--- src/rtl/edge_stamp4.sv ---
module edge_stamp4 #(
  parameter int CW = 32,
  parameter int PW = 5,
  localparam int CFW = 14 + PW
) (
  input  logic           clk,
  input  logic           rst_n,
  input  logic           sig_in,
  input  logic           cfg_we,
  input  logic [CFW-1:0] cfg_wdata,
  output logic [CFW-1:0] cfg_rdata,
  input  logic [1:0]     rd_sel,
  output logic [CW-1:0]  rd_stamp,
  output logic [3:0]     evt_flags,
  input  logic [3:0]     flag_clr,
  output logic [1:0]     slot_ptr
);
  localparam int REARM_B = 12;
  localparam logic [CFW-1:0] CFG_RST = CFW'(12'hC00);

  logic [CFW-1:0]       cfg_q;
  logic [2:0]           sync_q;
  logic [PW-1:0]        pcnt_q;
  logic                 ptgl_q, ps_d_q, frozen_q;
  logic [1:0]           ptr_q;
  logic [CW-1:0]        ctr_q;
  logic [3:0][CW-1:0]   stamp_q;
  logic [3:0]           flags_q;

  wire [3:0]    edge_sel = cfg_q[3:0];
  wire [3:0]    clr_sel  = cfg_q[7:4];
  wire          load_en  = cfg_q[8];
  wire          one_shot = cfg_q[9];
  wire [1:0]    last_slot = cfg_q[11:10];
  wire          run      = cfg_q[13];
  wire [PW-1:0] div      = cfg_q[CFW-1:14];

  wire raw_rise = sync_q[1] & ~sync_q[2];
  wire ps       = (div == '0) ? sync_q[1] : ptgl_q;
  wire hit      = edge_sel[ptr_q] ? (~ps & ps_d_q) : (ps & ~ps_d_q);
  wire halted   = frozen_q & one_shot;
  wire evt_ok   = hit & ~halted;
  wire do_clr   = evt_ok & clr_sel[ptr_q];
  wire rearm    = cfg_we & cfg_wdata[REARM_B];

  assign cfg_rdata = cfg_q;
  assign rd_stamp  = stamp_q[rd_sel];
  assign evt_flags = flags_q;
  assign slot_ptr  = ptr_q;

  always_ff @(posedge clk or negedge rst_n) begin
    if (!rst_n) begin
      cfg_q  <= CFG_RST;
      sync_q <= '0;
      ps_d_q <= 1'b0;
    end else begin
      if (cfg_we) begin
        cfg_q          <= cfg_wdata;
        cfg_q[REARM_B] <= 1'b0;
      end
      sync_q <= {sync_q[1:0], sig_in};
      ps_d_q <= ps;
    end
  end

  always_ff @(posedge clk or negedge rst_n) begin
    if (!rst_n) begin
      pcnt_q <= '0;
      ptgl_q <= 1'b0;
    end else if (div == '0) begin
      pcnt_q <= '0;
    end else if (raw_rise) begin
      if (pcnt_q == div - 1'b1) begin
        pcnt_q <= '0;
        ptgl_q <= ~ptgl_q;
      end else begin
        pcnt_q <= pcnt_q + 1'b1;
      end
    end
  end

  always_ff @(posedge clk or negedge rst_n) begin
    if (!rst_n) ctr_q <= '0;
    else if (do_clr) ctr_q <= '0;
    else if (run) ctr_q <= ctr_q + 1'b1;
  end

  always_ff @(posedge clk or negedge rst_n) begin
    if (!rst_n) begin
      stamp_q <= '0;
      flags_q <= '0;
    end else begin
      if (evt_ok && load_en) stamp_q[ptr_q] <= ctr_q;
      flags_q <= (flags_q & ~flag_clr) | (evt_ok ? (4'b0001 << ptr_q) : 4'b0000);
    end
  end

  always_ff @(posedge clk or negedge rst_n) begin
    if (!rst_n) begin
      ptr_q    <= '0;
      frozen_q <= 1'b0;
    end else if (rearm) begin
      ptr_q    <= '0;
      frozen_q <= 1'b0;
    end else if (evt_ok) begin
      if (ptr_q == last_slot) begin
        if (one_shot) frozen_q <= 1'b1;
        else ptr_q <= '0;
      end else begin
        ptr_q <= ptr_q + 1'b1;
      end
    end
  end

  AST_CLR_TO_ZERO: assert property (@(posedge clk) disable iff (!rst_n) do_clr |=> ctr_q == '0);
  AST_CTR_HOLD: assert property (@(posedge clk) disable iff (!rst_n) (!run && !do_clr) |=> $stable(ctr_q));
  AST_CTR_STEP: assert property (@(posedge clk) disable iff (!rst_n) (run && !do_clr) |=> ctr_q == $past(ctr_q) + 1'b1);
  AST_NO_LOAD: assert property (@(posedge clk) disable iff (!rst_n) (evt_ok && !load_en) |=> $stable(stamp_q));
  AST_FLAG_SET: assert property (@(posedge clk) disable iff (!rst_n) evt_ok |=> flags_q[$past(ptr_q)]);
  AST_FROZEN_HOLD: assert property (@(posedge clk) disable iff (!rst_n) (halted && !rearm) |=> $stable(ptr_q) && $stable(stamp_q));
  AST_REARM_PTR: assert property (@(posedge clk) disable iff (!rst_n) rearm |=> ptr_q == 2'd0 && !cfg_q[REARM_B]);
endmodule

--- config.mk ---
export PLATFORM = sky130hd
export DESIGN_NAME = edge_stamp4
export DESIGN_NICKNAME = d
export VERILOG_FILES = /design/src/rtl/edge_stamp4.sv
export SDC_FILE = /design/constraint.sdc
export NUM_CORES = 1
export LEC_CHECK = 0
export BUFFER_PORTS_ARGS = -buffer_cell sky130_fd_sc_hd__buf_2
export CORE_MARGIN = 2
export CORE_UTILIZATION = 58
export DETAILED_ROUTE_END_ITERATION = 7
export GPL_ROUTABILITY_DRIVEN = 0
export PLACE_DENSITY = 0.87
export SYNTH_ARGS = -nofsm -noshare
export SYNTH_HDL_FRONTEND = slang
export SYNTH_SLANG_ARGS = --single-unit
--- constraint.sdc ---
create_clock -name clk -period 5 [get_ports clk]
set_clock_uncertainty 0.1 [all_clocks]
set_input_delay 0.75 -clock clk [delete_from_list [all_inputs] [get_ports clk]]
set_output_delay 0.75 -clock clk [all_outputs]
set_load 0.1 [all_outputs]
==> flow_summary.yaml <==
job:
  max_cap_viol_count: 0
logic_synthesis:
  syn_area_per_cell_um2: 15.2
  yosys_most_used_dff: "dfrtp_1"
  ys_types: 43
  syn_inst: 620
  synthArstFlopShare_pct: 100
  synth_seq_area_share_pct: 51.8
  synth_nets: 656
  syn_area_mm2: 0.00942
  yosysTopAreaCellShare_pct: 51.3
  synth_edf_count: 0
  ys_ff_latch: 195
  yosys.area.top_type: "dfrtp_1"
  synth_warnings: 0
  synth_area_leaders: "dfrtp_1 51%, mux2_4 19%, mux4_2 8.1%, xnor2_1 2.9%, mux2_2 2.9%"
route:
  vias_per_cell: 5.93
  drt_pass1_iterations: 5
  drtIter0Drc: 355
  route.detailed.drc: 0
  vias: 5435
  routed_wl_um: 18900
  detail_route.wl_per_cell_um: 20.6
  ant_nets: 0
die:
  die_h_um: 131
  die_area_mm2: 0.0173
  rows: 46
  coreArea_mm2: 0.0159
  start_util_pct: 59.3
  die_width_um: 131
  ios: 86
final_layout:
  drive_gt1_share_pct: 44.5
  final_cells: 917
  area_growth_pct: 11.9
  n_antenna_cell: 0
  layout.nets: 724
setup_path:
  path_class: "register to register"
  path_cells: "inv_1 -> ha_1 -> nor4b_4 -> mux2i_1 -> and3_1 -> o2111ai_4 -> buf_4 -> mux2_4"
  cp.arrival_ps: 3760
  reg2reg_from: "cfg_rdata[14]"
  critPathRequiredTime_ps: 5210
  path_max_fanout: 20
  rrSetupSlack_ps: 1450
  rr_endpoint: "stamp_q[55]"
  crit_path_top_delay_cell: "and3_1"
  start_kind: "register"
  end_kind: "register"
  slowest_delay_ps: 540
  r2r_cells: 8
  critPathLaunch: "cfg_rdata[14]"
clock_network:
  cts_sinks: 195
  clock_path_buffers: 2
  post-cts-setup-buffers: 0
  cts_root_buf: "clkbuf_16"
  clk_latency_ps: 440
  htree_levels: 4
  cts_tree: "yes"
  cts_hold_buf: 0
  clk_pin_slew_worst_paths_ps: 70
  cts-buffers-inserted: 17
  cts_resized: 0
placed_design:
  place_hpwl_um: 12100
  dp_cells: 885
  place_ws_ps: 1500
  io_buffers: 84
grt:
  grtUsageTotal_pct: 23.0
  overflow: 0
  grt_max_degree: 118
  grt_pass1_wl_um: 31800
  antenna_found_initial: 0
  grt_pass1_vias: 5999
timing:
  setup_ws_ps: 1450
  fin_crit_ps: 3550
  max_freq_mhz: 282
  slew_viol_final: 0
  tightest_slew_ps: 927
  slew_headroom_pct: 38.2
  setup-tns-final_ps: 0
  hold_viol: 0
  period_share_pct: 71.0
  rsz0062_at_grt: "false"
  setup_viol: 0
min_path:
  min_to: "sync_q[1]"
  hp-start: "sync_q[0]"
  hold_depth: 0
  min_path_type: "register to register"
power_and_ir_drop:
  leakage_nw: 5.28
  peakVddDrop_v: 0.000376
  power.density_mw_per_mm2: 412
run_status:
  outcome: "completed"
power breakdown:
part           switching (W)  leakage, nW  internal (W)
clock               0.000637        0.292      0.000804
sequential          0.000150         2.65       0.00170
combinational       0.000721         2.34      0.000331
worst max-delay path by stage:
stage | endpoint | slack [ps] | cells after the start
detailed placement | stamp_q[38] | 1500 | 8
global placement | rd_stamp[11] | 1530 | 4
floorplan | stamp_q[100] | 1770 | 9
CTS | stamp_q[55] | 1480 | 8
global route | stamp_q[41] | 1280 | 8
finish | stamp_q[55] | 1450 | 8
registers in the layout, summed over array words and instances, names as in the netlist:
signal	cells
stamp_q	128
ctr_q	32
cfg_rdata	18
pcnt_q	5
evt_flags	4
sync_q	3
slot_ptr	2
frozen_q	1
ps_d_q	1
ptgl_q	1
cells by family after synthesis:
logic type	count (synthesis)	share of synthesized area [%]
simple gates	77	4.70
mux	182	30.6
buf+inv	59	3.43
fa+ha+maj	7	0.930
flops	195	51.8
compound gates	58	4.70
xor+xnor	41	3.81
other cells	1	0.0398
layout by cell type, fill, tap and decap left out, drive strengths merged, types with 6 or more instances in the layout:
cell type    n
a21oi       33
a22o         6
and4         6
buf         91
clkbuf      18
dfrtp      193
ha           7
inv         22
mux2       144
mux4        34
nand2       17
nand3       10
nand4        6
nor2         8
nor3        12
xnor2       31
xor2        10
Yosys cell counts, types with 11 or more instances:
cell type	n
a21oi_1	33
buf_6	12
clkbuf_1	16
dfrtp_1	193
inv_1	16
mux2_2	24
mux2_4	120
mux4_2	34
nand2_1	17
nor3_1	11
xnor2_1	31
final cells by class:
type / count / area (um^2)
clock inverters: 15 / 198
clock buffers: 17 / 425
inverters: 16 / 60.1
repair buffers: 92 / 489
multi-input cells: 366 / 4210
well taps: 216 / 270
flip-flops and latches: 195 / 4880
fillers: 1109 / 5350
layer usage:
| metal | share of wire (%) | GRT usage (%) | vias up | wire [um] |
|---|---|---|---|---|
| li1 | - | - | 2390 | - |
| met5 | 0 | 0 | - | 0 |
| met1 | 44 | 30.8 | 2881 | 8230 |
| met3 | 3.8 | 4.55 | 19 | 710 |
| met2 | 51 | 38.1 | 145 | 9720 |
| met4 | 1.2 | 7.43 | 0 | 219 |
critical path, delay by kind of cell, from the launching register on:
kind,cells,cell delay (ps)
compound gates,1,460
fa+ha+maj,1,250
buf+inv,2,530
flops,1,410
mux,2,810
simple gates,2,830
stage by stage:
stage | total power (W) | hold WS [ps] | utilization (%) | instance area [um^2]
2_1_floorplan | 0.00271 | 231 | - | 9420
3_5_place_dp | 0.00294 | 236 | 62.4 | 9920
3_3_place_gp | 0.00289 | 237 | 62.4 | 9920
6_report | 0.00434 | 250 | 66.3 | 10500
5_1_grt | 0.00451 | 269 | 66.3 | 10500
4_1_cts | 0.00438 | 252 | 66.3 | 10500
(Power assumes the default switching activity.)
